==> src/rtl/pwm_ovr_pkg.sv <==
package pwm_ovr_pkg;
   localparam int unsigned PAIR_W = 2;
   localparam int unsigned HI_BIT = PAIR_W - 1;
   localparam int unsigned LO_BIT = 0;

   typedef struct packed {
      logic indep;
      logic swap;
      logic sync;
   } ovr_cfg_t;

   typedef struct packed {
      logic              en;
      logic [PAIR_W-1:0] dat;
   } ovr_word_t;
endpackage

==> src/rtl/pwm_ovr_cfg.sv <==
module pwm_ovr_cfg
   import pwm_ovr_pkg::*;
(
   input  logic     clk,
   input  logic     rst_n,
   input  logic     mod_en,
   input  ovr_cfg_t cfg_in,
   output ovr_cfg_t cfg_q
);
   always_ff @(posedge clk) begin
      if (!rst_n)       cfg_q <= '0;
      else if (!mod_en) cfg_q <= cfg_in;
   end


   cfg_frozen_chk: assert property (@(posedge clk) disable iff (!rst_n)
      mod_en |=> $stable(cfg_q));
endmodule

==> src/rtl/pwm_ovr_shadow.sv <==
module pwm_ovr_shadow
   import pwm_ovr_pkg::*;
(
   input  logic      clk,
   input  logic      rst_n,
   input  logic      sync_mode,
   input  logic      period_strobe,
   input  ovr_word_t wr_word,
   output ovr_word_t act_word
);
   ovr_word_t shadow_q;
   logic      load;

   assign load = !sync_mode || period_strobe;

   always_ff @(posedge clk) begin
      if (!rst_n) begin
         shadow_q <= '0;
         act_word <= '0;
      end else begin
         shadow_q <= wr_word;
         if (load) act_word <= shadow_q;
      end
   end


   sync_hold_chk: assert property (@(posedge clk) disable iff (!rst_n)
      (sync_mode && !period_strobe) |=> $stable(act_word));

   imm_load_chk: assert property (@(posedge clk) disable iff (!rst_n)
      !sync_mode |=> (act_word == $past(shadow_q)));
endmodule

==> src/rtl/pwm_ovr_mux.sv <==
module pwm_ovr_mux
   import pwm_ovr_pkg::*;
#(
   parameter bit HAS_SWAP = 1'b1
) (
   input  logic              clk,
   input  logic              rst_n,
   input  logic              mod_en,
   input  ovr_cfg_t          cfg,
   input  logic [PAIR_W-1:0] raw,
   input  logic              ilim_act,
   input  logic [PAIR_W-1:0] ilim_dat,
   input  ovr_word_t         act_word,
   output logic              pin_hi,
   output logic              pin_lo
);
   logic [PAIR_W-1:0] pri_sel;
   logic [PAIR_W-1:0] pin_nxt;

   always_comb begin
      pri_sel = raw;
      if (act_word.en)             pri_sel = act_word.dat;
      if (ilim_act && !cfg.indep)  pri_sel = ilim_dat;
   end

   generate
      if (HAS_SWAP) begin : g_swap
         assign pin_nxt = cfg.swap ? {pri_sel[LO_BIT], pri_sel[HI_BIT]} : pri_sel;
      end else begin : g_noswap
         assign pin_nxt = pri_sel;
      end
   endgenerate

   always_ff @(posedge clk) begin
      if (!rst_n || !mod_en) begin
         pin_hi <= 1'b0;
         pin_lo <= 1'b0;
      end else begin
         pin_hi <= pin_nxt[HI_BIT];
         pin_lo <= pin_nxt[LO_BIT];
      end
   end


   disabled_low_chk: assert property (@(posedge clk) disable iff (!rst_n)
      !mod_en |=> (!pin_hi && !pin_lo));

   ilim_norm_chk: assert property (@(posedge clk) disable iff (!rst_n)
      (mod_en && ilim_act && !cfg.indep) |=>
         ({pin_hi, pin_lo} == ((HAS_SWAP && $past(cfg.swap)) ?
            {$past(ilim_dat[LO_BIT]), $past(ilim_dat[HI_BIT])} : $past(ilim_dat))));
endmodule

==> src/rtl/pwm_pair_override.sv <==
module pwm_pair_override
   import pwm_ovr_pkg::*;
#(
   parameter bit          HAS_SWAP = 1'b1,
   parameter int unsigned DATA_W   = 2
) (
   input  logic              clk,
   input  logic              rst_n,
   input  logic              mod_en,
   input  logic              pwm_hi_in,
   input  logic              pwm_lo_in,
   input  logic              ilim_act,
   input  logic              fault_indep,
   input  logic [DATA_W-1:0] ilim_dat,
   input  logic              swap_en,
   input  logic              ovr_en,
   input  logic [DATA_W-1:0] ovr_dat,
   input  logic              ovr_sync,
   input  logic              period_strobe,
   output logic              pin_hi,
   output logic              pin_lo
);
   generate
      if (DATA_W != PAIR_W) begin : g_bad_width
         $error("pwm_pair_override: DATA_W must equal the pin pair width");
      end
   endgenerate

   ovr_cfg_t  cfg_in, cfg_q;
   ovr_word_t wr_word, act_word;

   assign cfg_in  = '{indep: fault_indep, swap: swap_en, sync: ovr_sync};
   assign wr_word = '{en: ovr_en, dat: ovr_dat[PAIR_W-1:0]};

   pwm_ovr_cfg u_cfg (
      .clk    (clk),
      .rst_n  (rst_n),
      .mod_en (mod_en),
      .cfg_in (cfg_in),
      .cfg_q  (cfg_q)
   );

   pwm_ovr_shadow u_shadow (
      .clk           (clk),
      .rst_n         (rst_n),
      .sync_mode     (cfg_q.sync),
      .period_strobe (period_strobe),
      .wr_word       (wr_word),
      .act_word      (act_word)
   );

   pwm_ovr_mux #(.HAS_SWAP(HAS_SWAP)) u_mux (
      .clk      (clk),
      .rst_n    (rst_n),
      .mod_en   (mod_en),
      .cfg      (cfg_q),
      .raw      ({pwm_hi_in, pwm_lo_in}),
      .ilim_act (ilim_act),
      .ilim_dat (ilim_dat[PAIR_W-1:0]),
      .act_word (act_word),
      .pin_hi   (pin_hi),
      .pin_lo   (pin_lo)
   );
endmodule

==> config.mk <==
export PLATFORM = sky130hd
export DESIGN_NAME = pwm_pair_override
export DESIGN_NICKNAME = d
export VERILOG_FILES = /design/src/rtl/pwm_ovr_pkg.sv /design/src/rtl/pwm_ovr_cfg.sv /design/src/rtl/pwm_ovr_shadow.sv /design/src/rtl/pwm_ovr_mux.sv /design/src/rtl/pwm_pair_override.sv
export SDC_FILE = /design/constraint.sdc
export NUM_CORES = 1
export LEC_CHECK = 0
export ABC_CLOCK_PERIOD_IN_PS = 890
export BUFFER_PORTS_ARGS = -buffer_cell sky130_fd_sc_hd__buf_2
export CAP_MARGIN = 5
export CORE_AREA = 4 4 41 43
export CTS_CLUSTER_DIAMETER = 60
export DETAILED_ROUTE_END_ITERATION = 12
export DIE_AREA = 0 0 45 47
export GPL_ROUTABILITY_DRIVEN = 1
export HOLD_SLACK_MARGIN = 0.05
export PLACE_DENSITY = 0.73
export SLEW_MARGIN = 20
export SYNTH_ARGS = -nofsm -noshare
export SYNTH_HDL_FRONTEND = slang
export SYNTH_SLANG_ARGS = --single-unit
==> constraint.sdc <==
create_clock -name clk -period 0.89 [get_ports clk]
set_input_delay 0.0445 -clock clk [delete_from_list [all_inputs] [get_ports clk]]
set_output_delay 0.0445 -clock clk [all_outputs]
set_load 0.03 [all_outputs]
* Word level (Yosys, flattened, before mapping)
Index checks and enable logic that the tools add are counted.
** Cells by class
- $add $sub $neg :: 0
- $mul :: 0
- Divide/modulo/power cells :: 0
- Order comparisons :: 0
- Eq/ne operators :: 0
- Shifts and indexed selects :: 0
- Muxes and demuxes :: 3
- Bitwise logic cells :: 0
- Reductions and logical operators :: 7
** Operators with widths (number)
- $mux W2 :: 3
- $logic_not A1 Y1 :: 4
- $logic_or A1 B1 Y1 :: 2
- $logic_and A1 B1 Y1 :: 1
** Storage, ports and cells
- Bits in registers :: 11
- Latch bits :: 0
- Memory bits (writable) :: 0
- ROM bits :: 0
- Input port bits :: 15
- Output and inout bits :: 2
- Logic and storage cells :: 19
- Memories :: 0

* Depth between registers and ports, before layout
- Word-level depth :: 4
- Gate-level depth with buffers :: 4
- Mapped depth without buffers :: 3

* Hierarchy
Synthesis repeated with hierarchy kept, for this count alone.
** Unflattened totals
- Cells, all modules :: 44
- Area total of the unflattened synthesis :: 450.4 µm²
** By module, submodules not included
- pwm_ovr_shadow :: instances 1, cells an instance 20, area an instance 212.7 µm², seq. area each 120.1 µm²
- pwm_ovr_mux :: instances 1, cells an instance 15, area an instance 128.9 µm², seq. area each 40.0 µm²
- pwm_ovr_cfg :: instances 1, cells an instance 9, area an instance 108.9 µm², seq. area each 60.1 µm²

* Least setup slack after synthesis
OpenSTA, ideal clock, no wires.
- Path kind :: reg2reg
- From :: reg u_cfg.cfg_q[2] (netlist name)
- To :: reg u_mux.pin_hi
- Setup time :: 0.130 ns
- Data arrival time :: 0.774 ns
- Data required time :: 0.760 ns
- Path slack :: -0.014 ns
- Cell stages (with the launch flop) :: 4
- Buffers on the path :: 0
- Period minus slack after synthesis :: 0.904 ns
- Cells stage by stage :: dfxtp_1 nor2b_1 a211oi_1 o32ai_1
** On the way
- Longest elaborated chain between the ends :: 4
** Ends and longest elaborated chain
- $logic_not A1 Y1 :: line pwm_ovr_mux.sv:23 : if (ilim_act && !cfg.indep) pri_sel = ilim_dat;
- $logic_and A1 B1 Y1 :: line pwm_ovr_mux.sv:23
- $mux W2 :: line pwm_ovr_mux.sv:23
- $mux W2 :: line pwm_ovr_mux.sv:28 : assign pin_nxt = cfg.swap ? {pri_sel[LO_BIT], pri_sel[HI_BIT]} : pri_sel;
- end signal, assigned :: line pwm_ovr_mux.sv:39 : pin_hi <= pin_nxt[HI_BIT];
- end, declared :: line pwm_ovr_mux.sv:14 : output logic pin_hi,
No other way between the ends.
A chain may end at the register's enable or synchronous reset.

* Worst setup path in the final report
- From :: reg u_cfg.cfg_q[2] (netlist name)
- To :: reg u_mux.pin_hi
** On the way
- Longest elaborated chain between the ends :: 4
** Ends and longest elaborated chain (line)
- $logic_not A1 Y1 :: pwm_ovr_mux.sv:23
- $logic_and A1 B1 Y1 :: pwm_ovr_mux.sv:23
- $mux W2 :: pwm_ovr_mux.sv:23
- $mux W2 :: pwm_ovr_mux.sv:28
No other way between the ends.

==> results by group <==
Status
  • Status: finished, violations left
  • Failing checks: negative setup slack

Synthesis
  • Syn. warnings: 0
  • Netlist cell types: 15
  • Syn avg cell area: around 11 um2
  • Cell Area, Synth: roughly 460 um2
  • Syn Inst Count: between 40 and 50
  • Mapped Nets: 57
  • Yosys reg bits: 11
  • Seq/Total Area, Yosys: 47.96%

Drt
  • DR iter-0 viols: 0
  • Antenna Violating Nets Remaining: 0
  • DRT Pass-1 Iters: 1
  • Residual DRC: 0
  • Total wire length: 955 um
  • Wire per inst: 11.51 um
  • DR vias/cell: between 4 and 5
  • Via count: 373

Timing
  • Worst-Margin Slew: 0.2698 ns
  • Fin. Hold Viols: 0
  • Fin crit period: 0.9729 ns
  • RSZ-0062 raised after global routing: true
  • Setup_tns: -0.1591 ns
  • Final WS setup: -0.08285 ns
  • Final setup vio count: 2
  • Final slew viol count: 0
  • Worst clock skew: 0.009832 ns
  • Max_slew headroom: roughly four fifths
  • Final period util: 109.3%
  • FMAX: 1028 MHz

Pwr
  • LEAKAGE: roughly 0.32 nW
  • Comb power frac: 16.9%
  • Power per cell area: around 1500 mW/mm2
  • NetSw: 0.0002593 W
  • Clock Power Share: between 30% and 40%
  • Maximum vdd drop: 0.0009540 V
  • Switch share: 24.79%
  • Seq pwr share: 51.4%
  • Total power: between 0.001 and 0.0015 W
  • Pint: 0.0007867 W

Cells and area
  • Share of the core filled with cells: between 50% and 60%
  • Finished Layout Cells: 83
  • Commonest non-fill, non-tap cell in the layout: buf_2
  • Fin area: 704.4 um2
  • Fill count: ~130
  • NumNets Final: 84
  • Most frequent cells in the layout: 16 x buf_2, 9 x dfxtp_1, 6 x mux2i_1, 6 x nor2b_1, 6 x dlygate4sd3_1
  • N_diodes: 0
  • Area growth syn-to-layout: 53.41%
  • Share of layout cells above drive strength 1: 51.47%

Floorplanning
  • Die Width: about 45 um
  • Die height: 47 um
  • Core ar.: between 0.001 and 0.0015 mm2
  • Die area: 0.002115 mm2
  • Row count: 13
  • IO Count: 17
  • Initial Util: 35.29%

Run
  • Max-cap violations: 0

Clocking
  • H-tree depth: 1
  • Post-CTS Setup Repair Bufs: 0
  • Sink Count: 11
  • Clock slew at reported path FFs: 0.08 ns
  • Skew-Pair Late Insertion Delay: between 0.2 and 0.3 ns
  • TritonCTS Buffers: 3
  • CTS tree: built
  • CTS root buf: clkbuf_4
  • Clk buf depth: 2

GRT
  • First-pass GRT wire length: 1683 um
  • Via count of the first global-routing pass: 396
  • Largest net degree at the start of global routing: 11
  • Initial antenna violation count: 0
  • GR Util All Layers: 11.60%
  • GRT overflow: 0

Setup path
  • CP Cell Sequence: nor3b_2, or3_1, o32ai_2
  • Data required time at the worst endpoint: around 1.1 ns
  • Setup Crit Path Kind: flop to flop
  • CP Launch Type: flop
  • Worst path bufs/invs: 0
  • Worst EP arrival: 1.16 ns
  • Crit-path max FO: 4
  • Max incr delay on CP: 0.37 ns
  • Setup crit end kind: flop
  • Worst path slowest cell: dfxtp_4
  • Crit-path leading delay family: simple AND/OR/NAND/NOR gates

Place
  • Dpl cells: 73
  • PortBufs: 16
  • Placed instance area: 563.0 um2
  • Gpl congestion: 0.6854
  • Hpwl dp: 697.6 um

Min path
  • Hold Path Class: primary input to flop
## stage by stage
stage / hold WS (ns) / worst slack, ns
floorplan: 0.1718 / 0.02133
global placement: 0.2487 / -0.02542
detailed placement: 0.2548 / -0.09966
CTS: 0.1609 / -0.1035
global route: 0.1674 / -0.1241
finish: 0.1614 / -0.08285
## layout make-up
class / count / area (um2) / area share [%]
Timing Repair Buffer: 24 / 155.1 / 22.02
Multi-Input combinational cell: 29 / 275.3 / 39.08
Clock inverter: 1 / 5.005 / 0.7105
Clock buffer: 3 / 22.52 / 3.197
Tap cell: 15 / 18.77 / 2.664
Sequential cell: 11 / 227.7 / 32.33
## synth_stat cells
cell / count / share of area [%]
nand3_1: 1 / 1.1
nor3b_1: 2 / 3.3
mux2i_1: 6 / 13
nand2b_1: 1 / 1.4
dfxtp_1: 11 / 48
o32ai_1: 2 / 3.8
buf_6: 1 / 2.5
a211oi_1: 1 / 1.6
nor2b_2: 1 / 1.9
nor2b_1: 8 / 11
buf_4: 1 / 1.6
nand2_2: 1 / 1.4
and2_1: 3 / 4.1
a211oi_2: 1 / 2.7
or3_1: 2 / 2.7
## state kept, by name, summed over array words and instances (netlist names)
signal,cells
u_mux.pin_hi,1
u_cfg.cfg_q,3
u_shadow.act_word,3
u_mux.pin_lo,1
u_shadow.shadow_q,3
## kinds of logic (layout without fill, tap and decap cells)
logic type	after synthesis	after routing	synth area share (%)
DFF	11	11	47.96
muxes	6	6	13.08
buffers and inverters	2	28	4.088
and+or+nand+nor	19	19	26.70
AOI/OAI and AO/OA	4	4	8.175
## worst register-to-register path, delay by kind of cell (launching register included)
| kind | cells | cell delay, ns |
|---|---|---|
| flops | 1 | 0.37 |
| simple gates | 2 | 0.38 |
| compound gates | 1 | 0.13 |
## power by group through the flow
| stage | clock, W | combinational [W] | sequential (W) |
|---|---|---|---|
| 2_1_floorplan | 0 | 0.0000771 | 0.000557 |
| 3_3_place_gp | 0 | 0.000132 | 0.000547 |
| 3_5_place_dp | 0 | 0.000137 | 0.000548 |
| 4_1_cts | 0.000341 | 0.000167 | 0.000537 |
| 5_1_grt | 0.000389 | 0.000194 | 0.000542 |
| 6_report | 0.000331 | 0.000177 | 0.000538 |
## worst paths after layout
check / slack [ns] / depth (start not counted) / from / to
max: -0.08 / 3 / u_cfg.cfg_q[2]$_SDFFE_PN0N_ / u_mux.pin_hi$_SDFF_PP0_
min: 0.16 / 3 / rst_n / u_shadow.shadow_q[1]$_SDFF_PN0_
max reg2reg: -0.08 / 3 / u_cfg.cfg_q[2]$_SDFFE_PN0N_ / u_mux.pin_hi$_SDFF_PP0_
min reg2reg: 0.50 / 2 / u_shadow.shadow_q[1]$_SDFF_PN0_ / u_shadow.act_word[1]$_SDFFE_PN0P_
## metal layers
layer	wire length (um)	track usage (%)	vias to the layer above
met5	0	0	-
met4	10	7.018	0
met3	56	4.598	2
met2	480	18.93	9
met1	407	12.70	163
li1	-	-	199
## what timing repair did
item,CTS,global route
hold buffers,6,0
endpoints found under the setup margin,3,2
pin swaps,3,5
endpoints found under the hold margin,6,0
resized for setup,5,6
No activity file was read; power rests on OpenSTA's default activity.
